==> src/rtl/wdp_pkg.sv <==
package wdp_pkg;

  // Ratio between the monitoring period and the watchdog reset pulse.
  localparam int unsigned WD_RATIO = 50;

  typedef enum logic [1:0] {
    ST_HOLD = 2'd0,  // supply bad, reset held
    ST_POR  = 2'd1,  // power-on delay running, reset held
    ST_RUN  = 2'd2,  // reset released, watchdog monitoring
    ST_WDR  = 2'd3   // watchdog reset pulse
  } sup_state_t;

endpackage

==> src/rtl/wdp_kick_sync.sv <==
module wdp_kick_sync #(
  parameter int unsigned SYNC_STAGES = 2
) (
  input  logic clk,
  input  logic rst,
  input  logic kick_async,
  output logic kick_fall
);

  // Stages [SYNC_STAGES-1:0] synchronise; the top stage is the history copy.
  logic [SYNC_STAGES:0] shift_q;

  always_ff @(posedge clk) begin
    if (rst) shift_q <= '1;
    else     shift_q <= {shift_q[SYNC_STAGES-1:0], kick_async};
  end

  assign kick_fall = shift_q[SYNC_STAGES] & ~shift_q[SYNC_STAGES-1];

endmodule

==> src/rtl/wdp_step_timer.sv <==
module wdp_step_timer #(
  parameter int unsigned BASE_W      = 16,
  parameter int unsigned LONG_STEPS  = 50,
  parameter int unsigned SHORT_STEPS = 1
) (
  input  logic              clk,
  input  logic              rst,
  input  logic              clear,
  input  logic              long_sel,
  input  logic [BASE_W-1:0] base,
  output logic              done
);

  localparam int unsigned STEP_W = $clog2(LONG_STEPS + 1);
  localparam logic [STEP_W-1:0] LONG_LAST  = STEP_W'(LONG_STEPS - 1);
  localparam logic [STEP_W-1:0] SHORT_LAST = STEP_W'(SHORT_STEPS - 1);

  logic [BASE_W-1:0] pre_q;
  logic [STEP_W-1:0] steps_q;
  logic              step_end;
  logic [STEP_W-1:0] last_step;

  assign step_end  = (pre_q == base);
  assign last_step = long_sel ? LONG_LAST : SHORT_LAST;
  assign done      = step_end && (steps_q == last_step);

  always_ff @(posedge clk) begin
    if (rst || clear) begin
      pre_q   <= '0;
      steps_q <= '0;
    end else if (step_end) begin
      pre_q   <= '0;
      steps_q <= steps_q + STEP_W'(1);
    end else begin
      pre_q   <= pre_q + BASE_W'(1);
    end
  end

endmodule

==> src/rtl/wdt_por_supervisor.sv <==
module wdt_por_supervisor
  import wdp_pkg::*;
#(
  parameter int unsigned BASE_W      = 16,
  parameter int unsigned PULSE_STEPS = 1,
  parameter int unsigned SYNC_STAGES = 2
) (
  input  logic              clk,
  input  logic              rst,
  input  logic              supply_ok,
  input  logic              wd_en,
  input  logic              wd_kick,
  input  logic [BASE_W-1:0] base_cnt,
  input  logic              low_batt_in,
  output logic              rst_n_o,
  output logic              low_batt_o
);

  localparam int unsigned MON_STEPS = WD_RATIO * PULSE_STEPS;

  sup_state_t state_q, state_d;
  logic       kick_fall;
  logic       t_done;
  logic       t_clear;

  wdp_kick_sync #(.SYNC_STAGES(SYNC_STAGES)) u_sync (
    .clk        (clk),
    .rst        (rst),
    .kick_async (wd_kick),
    .kick_fall  (kick_fall)
  );

  wdp_step_timer #(
    .BASE_W      (BASE_W),
    .LONG_STEPS  (MON_STEPS),
    .SHORT_STEPS (PULSE_STEPS)
  ) u_timer (
    .clk      (clk),
    .rst      (rst),
    .clear    (t_clear),
    .long_sel (state_q != ST_WDR),
    .base     (base_cnt),
    .done     (t_done)
  );

  // Supply loss has top priority; a kick edge beats expiry in RUN.
  always_comb begin
    state_d = state_q;
    t_clear = 1'b0;
    unique case (state_q)
      ST_HOLD: begin
        state_d = ST_POR;
        t_clear = 1'b1;
      end
      ST_POR: begin
        if (t_done) begin
          state_d = ST_RUN;
          t_clear = 1'b1;
        end
      end
      ST_RUN: begin
        if (!wd_en || kick_fall) begin
          t_clear = 1'b1;
        end else if (t_done) begin
          state_d = ST_WDR;
          t_clear = 1'b1;
        end
      end
      ST_WDR: begin
        if (t_done) begin
          state_d = ST_RUN;
          t_clear = 1'b1;
        end
      end
      default: begin
        state_d = ST_HOLD;
        t_clear = 1'b1;
      end
    endcase
    if (!supply_ok) begin
      state_d = ST_HOLD;
      t_clear = 1'b1;
    end
  end

  always_ff @(posedge clk) begin
    if (rst) begin
      state_q    <= ST_HOLD;
      rst_n_o    <= 1'b0;
      low_batt_o <= 1'b0;
    end else begin
      state_q    <= state_d;
      rst_n_o    <= (state_d == ST_RUN);
      low_batt_o <= low_batt_in;
    end
  end

  // supply loss forces reset on the next cycle
  a_r1_supply_low_holds: assert property (@(posedge clk) disable iff (rst)
    !supply_ok |=> !rst_n_o);

  // synchronous reset keeps the output asserted
  a_r8_reset_asserted: assert property (@(posedge clk)
    rst |=> (!rst_n_o && !low_batt_o));

  // the end of a watchdog pulse releases reset
  a_r4_pulse_releases: assert property (@(posedge clk) disable iff (rst)
    (state_q == ST_WDR && t_done && supply_ok) |=> rst_n_o);

  // a disabled watchdog never leaves monitoring
  a_r5_disabled_stays_run: assert property (@(posedge clk) disable iff (rst)
    (state_q == ST_RUN && !wd_en && supply_ok) |=> (state_q == ST_RUN));

  // a kick during the power-on delay does not end it
  a_r6_por_kick_ignored: assert property (@(posedge clk) disable iff (rst)
    (state_q == ST_POR && !t_done && kick_fall && supply_ok) |=> (state_q == ST_POR));

  // a kick edge keeps reset released, even at expiry
  a_r7_kick_beats_expiry: assert property (@(posedge clk) disable iff (rst)
    (state_q == ST_RUN && wd_en && kick_fall && supply_ok) |=> (rst_n_o && state_q == ST_RUN));

endmodule

==> config.mk <==
export PLATFORM = sky130hd
export DESIGN_NAME = wdt_por_supervisor
export DESIGN_NICKNAME = d
export VERILOG_FILES = /design/src/rtl/wdp_pkg.sv /design/src/rtl/wdp_kick_sync.sv /design/src/rtl/wdp_step_timer.sv /design/src/rtl/wdt_por_supervisor.sv
export SDC_FILE = /design/constraint.sdc
export NUM_CORES = 1
export LEC_CHECK = 0
export ABC_CLOCK_PERIOD_IN_PS = 1800
export BUFFER_PORTS_ARGS = -buffer_cell sky130_fd_sc_hd__buf_2
export CAP_MARGIN = 20
export CORE_MARGIN = 1
export CORE_UTILIZATION = 40
export CTS_CLUSTER_SIZE = 14
export DETAILED_ROUTE_END_ITERATION = 6
export PLACE_DENSITY_LB_ADDON = 0.08
export RECOVER_POWER = 25
export REMOVE_ABC_BUFFERS = 1
export SLEW_MARGIN = 0
export SYNTH_ARGS = -nofsm -noshare
export SYNTH_HDL_FRONTEND = slang
export SYNTH_SLANG_ARGS = --single-unit
==> constraint.sdc <==
create_clock -name clk -period 1.8 [get_ports clk]
set_input_delay 0.27 -clock clk [delete_from_list [all_inputs] [get_ports clk]]
set_output_delay 0.27 -clock clk [all_outputs]
set_load 0.1 [all_outputs]
==> results of run 1 <==
final cells by class:
class	count	area, um^2
Timing Repair Buffer	31	186
Tap cell	46	57.6
Inverter	4	15.0
Sequential cell	29	583
Clock inverter	2	10.0
Multi-Input combinational cell	120	791
Clock buffer	6	41.3
Fill cell	356	1650
sequential cells by signal (all words and copies together), names as in the netlist:
| name | cells |
|---|---|
| low_batt_o | 1 |
| rst_n_o | 1 |
| state_q | 2 |
| u_sync.shift_q | 3 |
| u_timer.pre_q | 16 |
| u_timer.steps_q | 6 |
synth_stat cells, drive strengths merged, types with 2 or more instances:
cell type,instances,area [um^2]
nand2,10,37.5
nor2,23,86.3
nand3,9,45.0
a21oi,3,15.0
or2,4,25.0
dfxtp,29,581
xor2,7,61.3
o22ai,2,12.5
a21boi,2,15.0
nand2b,4,25.0
xnor2,23,201
mux2i,4,40.0
and2,2,13.8
buf,2,12.5
inv,4,15.0
nor3,3,15.0
nand4,9,56.3
or3,3,18.8
ha,2,25.0
logic make-up (layout without fill, tap and decap cells):
family                   count (synthesis)  count (layout)  share of synthesized area, %
multiplexers                             4               4                          2.85
XOR/XNOR                                30              30                          18.7
adder cells (fa/ha/maj)                  2               2                          1.78
AO/OA/AOI/OAI                           11              11                          6.42
flip-flops                              29              29                          41.4
buffers and inverters                    7              43                          2.32
AND/OR/NAND/NOR                         73              73                          26.6
report_power, final:
part | switching (mW) | internal, mW | total, mW
clock network | 0.220 | 0.149 | 0.369
registers | 0.00293 | 0.647 | 0.650
logic | 0.0362 | 0.0385 | 0.0748
total | 0.259 | 0.834 | 1.09
per-stage QoR:
stage / worst slack [ps] / area (um^2)
floorplan: -224 / 1390
global placement: 131 / 1630
detailed placement: 135 / 1630
CTS: 99.8 / 1680
global route: 3.93 / 1680
finish: 129 / 1680
worst register-to-register path, delay by kind of cell, from the launching register on:
family | cells | cell delay, ps
buf+inv | 2 | 370
flops | 1 | 430
xor+xnor | 1 | 150
simple gates | 4 | 620
worst paths after layout:
check	from	to	slack [ps]	depth (start not counted)
max	u_timer.pre_q[0]$_SDFF_PP0_	u_timer.pre_q[3]$_SDFF_PP0_	130	7
min	wd_kick	u_sync.shift_q[0]$_SDFF_PP1_	130	2
max reg2reg	u_timer.pre_q[0]$_SDFF_PP0_	u_timer.pre_q[3]$_SDFF_PP0_	130	7
min reg2reg	u_sync.shift_q[0]$_SDFF_PP1_	u_sync.shift_q[1]$_SDFF_PP1_	420	1
metal layers:
metal  track usage (%)  vias up
li1                  -      598
met1              23.7      532
met2              22.2       20
met3              5.25        5
met4              6.82        0
met5                 0        -
cells in the final DEF (no fill, tap or decap), types with 5 or more instances in the layout:
| cell | netlist | final |
|---|---|---|
| buf_2 | 1 | 20 |
| buf_4 | 1 | 7 |
| clkbuf_4 | 0 | 5 |
| dfxtp_1 | 29 | 27 |
| nand2_1 | 10 | 10 |
| nand3_1 | 9 | 9 |
| nand4_1 | 9 | 9 |
| nor2_1 | 23 | 23 |
| xnor2_1 | 23 | 23 |
| xor2_1 | 7 | 7 |
==> results.toml, run 1 <==
[synth]
yosysSeqAreaShare_pct = 41.4
async_flop_share_pct = 0
synth_warnings = 0
synth_cell_type_count = 32
synthCells = 156
synthesis.area_um2 = 1400
synth_edf_count = 0
synthFlopType = "dfxtp_1"
synth_seq_cells = 29
synth_area_per_cell_um2 = 9.00

[layout]
layout.cells.non_filler = 238
antenna_cells = 0
nNetsFinal = 215
areaGrowthSynthToFinish_pct = 20.0
drive_gt1_share_pct = 24.5
final_core_util_pct = 50.5

[die]
core_area_um2 = 3340
dieArea_um2 = 3750
rows = 21
dieHeight_um = 61.2
io_pins = 24
start_util_pct = 42.1
die_w_um = 61.2

[flow_run]
cap_violations = 0

[place]
hpwl_mm = 1.99
gp_congestion = 0.816
placed_cells = 230
io_buffers = 23

[timing]
rsz0062_at_grt = "false"
finalCritPeriodShare_pct = 92.8
setup_viol = 0
drv_slew = 0
tightest_slew_ps = 540
setup_tns_ps = 0
fin_crit_ps = 1670
hold_violations = 0
whs_ps = 131
fin_worst_skew_ps = 7.93
max-slew-margin-rel_pct = 64.2
clock.fmax_mhz = 598

[power_and_ir_drop]
p_per_area_nw_per_um2 = 649
p_leak_nw = 0.593
irDropWorstVdd_v = 0.000302
total_power_mw = 1.09

[setup_path]
cp.arrival_ps = 1880
cp_cell_sequence = "xnor2_1 -> nand4_1 -> nor4_2 -> buf_4 -> nand2b_1 -> buf_12 -> nor2_1"
critPathBufInv = 2
worstPathRequired_ps = 2010
path_max_fanout = 16
slowest_stage = "dfxtp_1"
crit_type = "reg2reg"
crit_path_start_kind = "register"
slowest_delay_ps = 430
critical_path.endpoint_type = "register"
path_delay_family = "simple AND/OR/NAND/NOR gates"

[route]
wl_met3_um = 105
drc = 0
via_count = 1155
vias_per_cell = 4.85
drt_pre_antenna_iters = 4
wl_per_cell_um = 11.3
drt-met1-wl_mm = 1.37
drt_iter0_drc = 111
routed.top_layer = "met4"
route.met2.wl_mm = 1.18
drt_wl_total_mm = 2.68
postRouteAntennaNets = 0

[clock_tree]
numCtsBuffers = 5
cts_buffer_depth = 2
cts_tree = "yes"
htreeDepth = 2
hold_buffers = 0
root_buffer = "clkbuf_4"
post_cts_resized = 0
path_clk_slew_ps = 100
clkSinkCount = 29
worstSkewPairLatency_ps = 320
post_cts_buffers = 0

[outcome]
status = "finished, final reports clean"

[grt]
grt_max_degree = 17
grt_pass1_wl_mm = 4.42
grt.total_usage_pct = 16.4
antenna_found_initial = 0
gr-total-overflow = 0
grt_pass1_vias = 977

[min_path]
min_path_type = "in2reg"
Power figures use the tool's default switching activity.
==> run 2, diff against run 1 <==
- CORE_UTILIZATION: 40 -> 54
==> run 2 against run 1 <==
Final area up 2.2%. Worst setup slack worse by 16 ps. Worst hold slack worse by 5.1 ps. Routed wire length down 1.5%. Global-route usage up 5.9 points. Count of clock-buffer cells in the layout up 1.
==> results.toml, run 2 (synthesis results as in run 1) <==
[setup_path]
reg2reg_from = "u_timer.pre_q[4]$_SDFF_PP0_"
crit_type = "reg2reg"
endpoint = "u_timer.steps_q[4]$_SDFFE_PP0P_"
rrSetupSlack_ps = 110
crit_path_start_kind = "register"
cp.arrival_ps = 1940
worstPathRequired_ps = 2050
rr_endpoint = "u_timer.steps_q[4]$_SDFFE_PP0P_"
critical_path.endpoint_type = "register"
reg2reg_depth = 6
crit_start = "u_timer.pre_q[4]$_SDFF_PP0_"
path_max_fanout = 6

[die]
dieHeight_um = 53.0
die_w_um = 53.0
core_area_um2 = 2480
io_pins = 24
dieArea_um2 = 2810
rows = 18
start_util_pct = 56.7

[route]
vias_per_cell = 5.25
drc = 0
drt_wl_total_mm = 2.64
postRouteAntennaNets = 0
wl_per_cell_um = 11.8
drt_iter0_drc = 19
drt_pre_antenna_iters = 4
via_count = 1177

[layout]
seq_area_um2 = 588
areaGrowthSynthToFinish_pct = 22.5
top_regs = "u_timer.pre_q: 16 flops, u_timer.steps_q: 6 flops, u_sync.shift_q: 3 flops"
final_cell_mix = "xnor2_1 (23), nor2_1 (23), dfxtp_1 (23)"
multiInputGateArea_um2 = 811
antenna_cells = 0
nNetsFinal = 217
top_register = "u_timer.pre_q"
drive_gt1_share_pct = 28.9
fillCellCount = 216
largest_reg_flops = 16

[power_and_ir_drop]
p_per_area_nw_per_um2 = 682
total_power_mw = 1.17
p_leak_nw = 0.624
irDropWorstVdd_v = 0.000660

[min_path]
min_path_type = "in2reg"

[clock_tree]
hold_buffers = 0
cts_buffer_depth = 2
htreeDepth = 2
worstSkewPairLatency_ps = 330
numCtsBuffers = 5
root_buffer = "clkbuf_4"
path_clk_slew_ps = 100
cts_tree = "yes"
clkSinkCount = 29

[grt]
gr-total-overflow = 0
grt_pass1_wl_mm = 4.35
grt_pass1_vias = 1025
grt_max_degree = 17
grt.total_usage_pct = 22.3
antenna_found_initial = 0

[timing]
rsz0062_at_grt = "false"
max-slew-margin-rel_pct = 63.9
setup_viol = 0
clock.fmax_mhz = 593
hold_violations = 0
drv_slew = 0
setup_slack_ps = 113
finalCritPeriodShare_pct = 93.7
tightest_slew_ps = 544
fin_worst_skew_ps = 9.31
fin_crit_ps = 1690

[place]
hpwl_mm = 1.99
dp_slack_ps = 81.9
io_buffers = 23
gp_congestion = 0.787

[outcome]
status = "finished, final reports clean"

[flow_run]
cap_violations = 0
run 2: worst max-delay path, stage by stage, from the launching register on:
cell and delay, ps:
dfxtp_1 420, xnor2_1 170, nand4_1 170, nor4_4 280, buf_4 200, a41oi_2 130
a311oi_2 250
run 2: where the power goes:
part | internal [mW] | switching (mW)
combinational | 0.0390 | 0.0369
clock | 0.226 | 0.221
sequential | 0.647 | 0.00281
run 2: per-stage QoR:
stage	setup TNS, ps	cell area (um^2)	util [%]	instances	hold slack, ps
after floorplan	-3740	1390	-	153	342
after global placement	0	1600	64.7	213	397
after detailed placement	0	1600	64.7	213	400
after CTS	0	1670	67.6	221	117
after global routing	0	1720	69.4	224	116
final	0	1720	69.4	224	126
run 2: final cells by class:
class / count / share of cell area, %
inverters: 4 / 0.873
clock buffers: 7 / 3.78
well taps: 30 / 2.18
clock inverters: 1 / 0.291
flip-flops and latches: 29 / 34.2
multi-input cells: 120 / 47.1
repair buffers: 33 / 11.6
run 2: worst min path at each step:
stage,from,to,slack [ps],cells past startpoint
6_report,wd_kick,u_sync.shift_q[0]$_SDFF_PP1_,130,2
5_1_grt,wd_kick,u_sync.shift_q[0]$_SDFF_PP1_,120,2
4_1_cts,wd_kick,u_sync.shift_q[0]$_SDFF_PP1_,120,2
3_5_place_dp,u_sync.shift_q[0]$_SDFF_PP1_,u_sync.shift_q[1]$_SDFF_PP1_,400,1
3_3_place_gp,u_sync.shift_q[0]$_SDFF_PP1_,u_sync.shift_q[1]$_SDFF_PP1_,400,1
2_1_floorplan,rst,low_batt_o$_SDFF_PP0_,340,1
run 2: routing by layer:
metal	up-vias	global-route usage [%]	wire (um)
li1	608	-	-
met1	537	27.7	1270
met2	25	34.2	1220
met3	7	8.62	108
met4	0	9.21	43
met5	-	0	0
run 2: repair_timing:
item,in CTS,in global routing
resized for setup,0,10
buffers inserted,0,2
setup endpoints to repair,0,18
==> run 3, diff against run 2 <==
- ABC_CLOCK_PERIOD_IN_PS: 1800 -> 1550
- CORE_UTILIZATION: 54 -> 49
- PLACE_DENSITY: unset -> 0.72
- PLACE_DENSITY_LB_ADDON: 0.08 -> unset
- clock period: 1.8 -> 1.55 ns (I/O delays scaled with it)
==> run 3 against run 2 <==
The run now ends with setup timing left. Global-route usage rose by 1.3 points. Sequential cell count did not move. Count of clock-buffer cells in the layout did not move. Die area rose by 9.8%. Register-to-register slack got worse by 270 ps. Non-clock buffer count rose by 25. Worst hold slack got worse by 37 ps. Critical path type unchanged. Via count rose by 18%. Final area rose by 26%. Largest cell class unchanged.
==> results.toml, run 3 (synthesis results as in run 1) <==
[clock_tree]
hold_buffers = 0
numCtsBuffers = 5
htreeDepth = 2
worstSkewPairLatency_ps = 340
clkSinkCount = 29
cts_tree = "yes"
path_clk_slew_ps = 110
root_buffer = "clkbuf_4"
cts_buffer_depth = 2

[timing]
setup_tns_ps = -2870
max-slew-margin-rel_pct = 68.1
hold_violations = 0
whs_ps = 89.6
drv_slew = 0
setup_slack_ps = -158
finalCritPeriodShare_pct = 110
clock.fmax_mhz = 585
fin_worst_skew_ps = 18.8
fin_crit_ps = 1710
rsz0062_at_grt = "true"
setup_viol = 24
tightest_slew_ps = 481

[setup_path]
crit_type = "reg2reg"
endpoint = "u_timer.steps_q[3]$_SDFFE_PP0P_"
crit_path_start_kind = "register"
rrSetupSlack_ps = -160
path_max_fanout = 8
rr_endpoint = "u_timer.steps_q[3]$_SDFFE_PP0P_"
crit_start = "u_timer.pre_q[3]$_SDFF_PP0_"
critical_path.endpoint_type = "register"
reg2reg_from = "u_timer.pre_q[3]$_SDFF_PP0_"
worstPathRequired_ps = 1820
reg2reg_depth = 7
cp.arrival_ps = 1980

[place]
gp_congestion = 0.822
placed_cells = 232
dp_slack_ps = -153
hpwl_mm = 2.36
io_buffers = 23
placed_area_um2 = 1740

[power_and_ir_drop]
p_leak_nw = 0.816
total_power_mw = 1.54
irDropWorstVdd_v = 0.000636
p_per_area_nw_per_um2 = 709

[min_path]
min_path_type = "in2reg"

[die]
die_w_um = 55.5
rows = 19
dieHeight_um = 55.5
start_util_pct = 51.4
dieArea_um2 = 3080
core_area_um2 = 2730
io_pins = 24

[layout]
nNetsFinal = 242
final_core_util_pct = 79.5
final_cell_mix = "buf_4 (29), buf_2 (22), dfxtp_1 (19)"
top_register = "u_timer.pre_q"
largest_reg_flops = 16
fin_area_um2 = 2170
antenna_cells = 0
top_regs = "u_timer.pre_q: 16 flops, u_timer.steps_q: 6 flops, u_sync.shift_q: 3 flops"
mostFrequentLayoutCell = "buf_4"
areaGrowthSynthToFinish_pct = 54.9
drive_gt1_share_pct = 51.1
layout.cells.non_filler = 250

[route]
routed.top_layer = "met4"
postRouteAntennaNets = 0
vias_per_cell = 5.55
drt_iter0_drc = 55
wl_met3_um = 181
via_count = 1387
drt_wl_total_mm = 4.28
wl_per_cell_um = 17.1
drt-met1-wl_mm = 1.68
drt_pre_antenna_iters = 4
drc = 0
route.met2.wl_mm = 2.31

[grt]
gr-total-overflow = 0
grt_max_degree = 17
grt.total_usage_pct = 23.6
antenna_found_initial = 0
grt_pass1_vias = 1337
grt_pass1_wl_mm = 5.60

[flow_run]
cap_violations = 0

[outcome]
violations = "setup timing"
status = "complete, but fails checks"
-- run 3: changes by cell type in the layout (fill, tap and decap cells not counted), moves of 3 or more --
| cell | before | now |
|---|---|---|
| xor2_2 | 0 | 3 |
| dfxtp_1 | 23 | 19 |
| xnor2_2 | 0 | 7 |
| xnor2_1 | 23 | 16 |
| nor2_4 | 0 | 11 |
| nor2_1 | 23 | 9 |
| nor2_2 | 0 | 3 |
| dfxtp_4 | 0 | 3 |
| buf_4 | 8 | 29 |
| buf_6 | 0 | 4 |
| xor2_1 | 7 | 3 |
-- run 3: how the worst min path moves through the flow --
stage	from	to	cells past startpoint
CTS	wd_kick	u_sync.shift_q[0]$_SDFF_PP1_	2
finish	wd_kick	u_sync.shift_q[0]$_SDFF_PP1_	2
global placement	u_sync.shift_q[0]$_SDFF_PP1_	u_sync.shift_q[1]$_SDFF_PP1_	1
global route	wd_kick	u_sync.shift_q[0]$_SDFF_PP1_	2
detailed placement	u_sync.shift_q[0]$_SDFF_PP1_	u_sync.shift_q[1]$_SDFF_PP1_	1
floorplan	rst	low_batt_o$_SDFF_PP0_	1
-- run 3: worst max-delay path: stages (launching register included) --
cell and delay, ps:
dfxtp_2 340, xnor2_1 220, nand4_1 160, nor4_2 280
buf_4 200, buf_4 120, nand4_1 110, mux2i_1 210
-- run 3: timing repair --
item,CTS,global route
endpoints found under the hold margin,0,0
pin swaps,9,21
gates cloned,0,1
gates resized for setup,12,48
setup buffers,5,4
endpoints found under the setup margin,25,25
-- run 3: cell type report --
cell class | instances | area [um^2]
clock buffers | 7 | 55.1
clock inverters | 1 | 30.0
fillers | 143 | 559
inverters | 4 | 15.0
multi-input cells | 120 | 1010
flip-flops and latches | 29 | 601
well taps | 31 | 38.8
repair buffers | 58 | 422
-- run 3: metal layers --
layer | global-route usage (%) | vias up
li1 | - | 653
met1 | 24.9 | 686
met2 | 43.0 | 34
met3 | 6.79 | 14
met4 | 10.4 | 0
met5 | 0 | -
-- run 3: power by group --
group	switching, mW	internal (mW)
registers	0.00453	0.746
logic	0.0604	0.0598
clock network	0.286	0.385
total	0.351	1.19
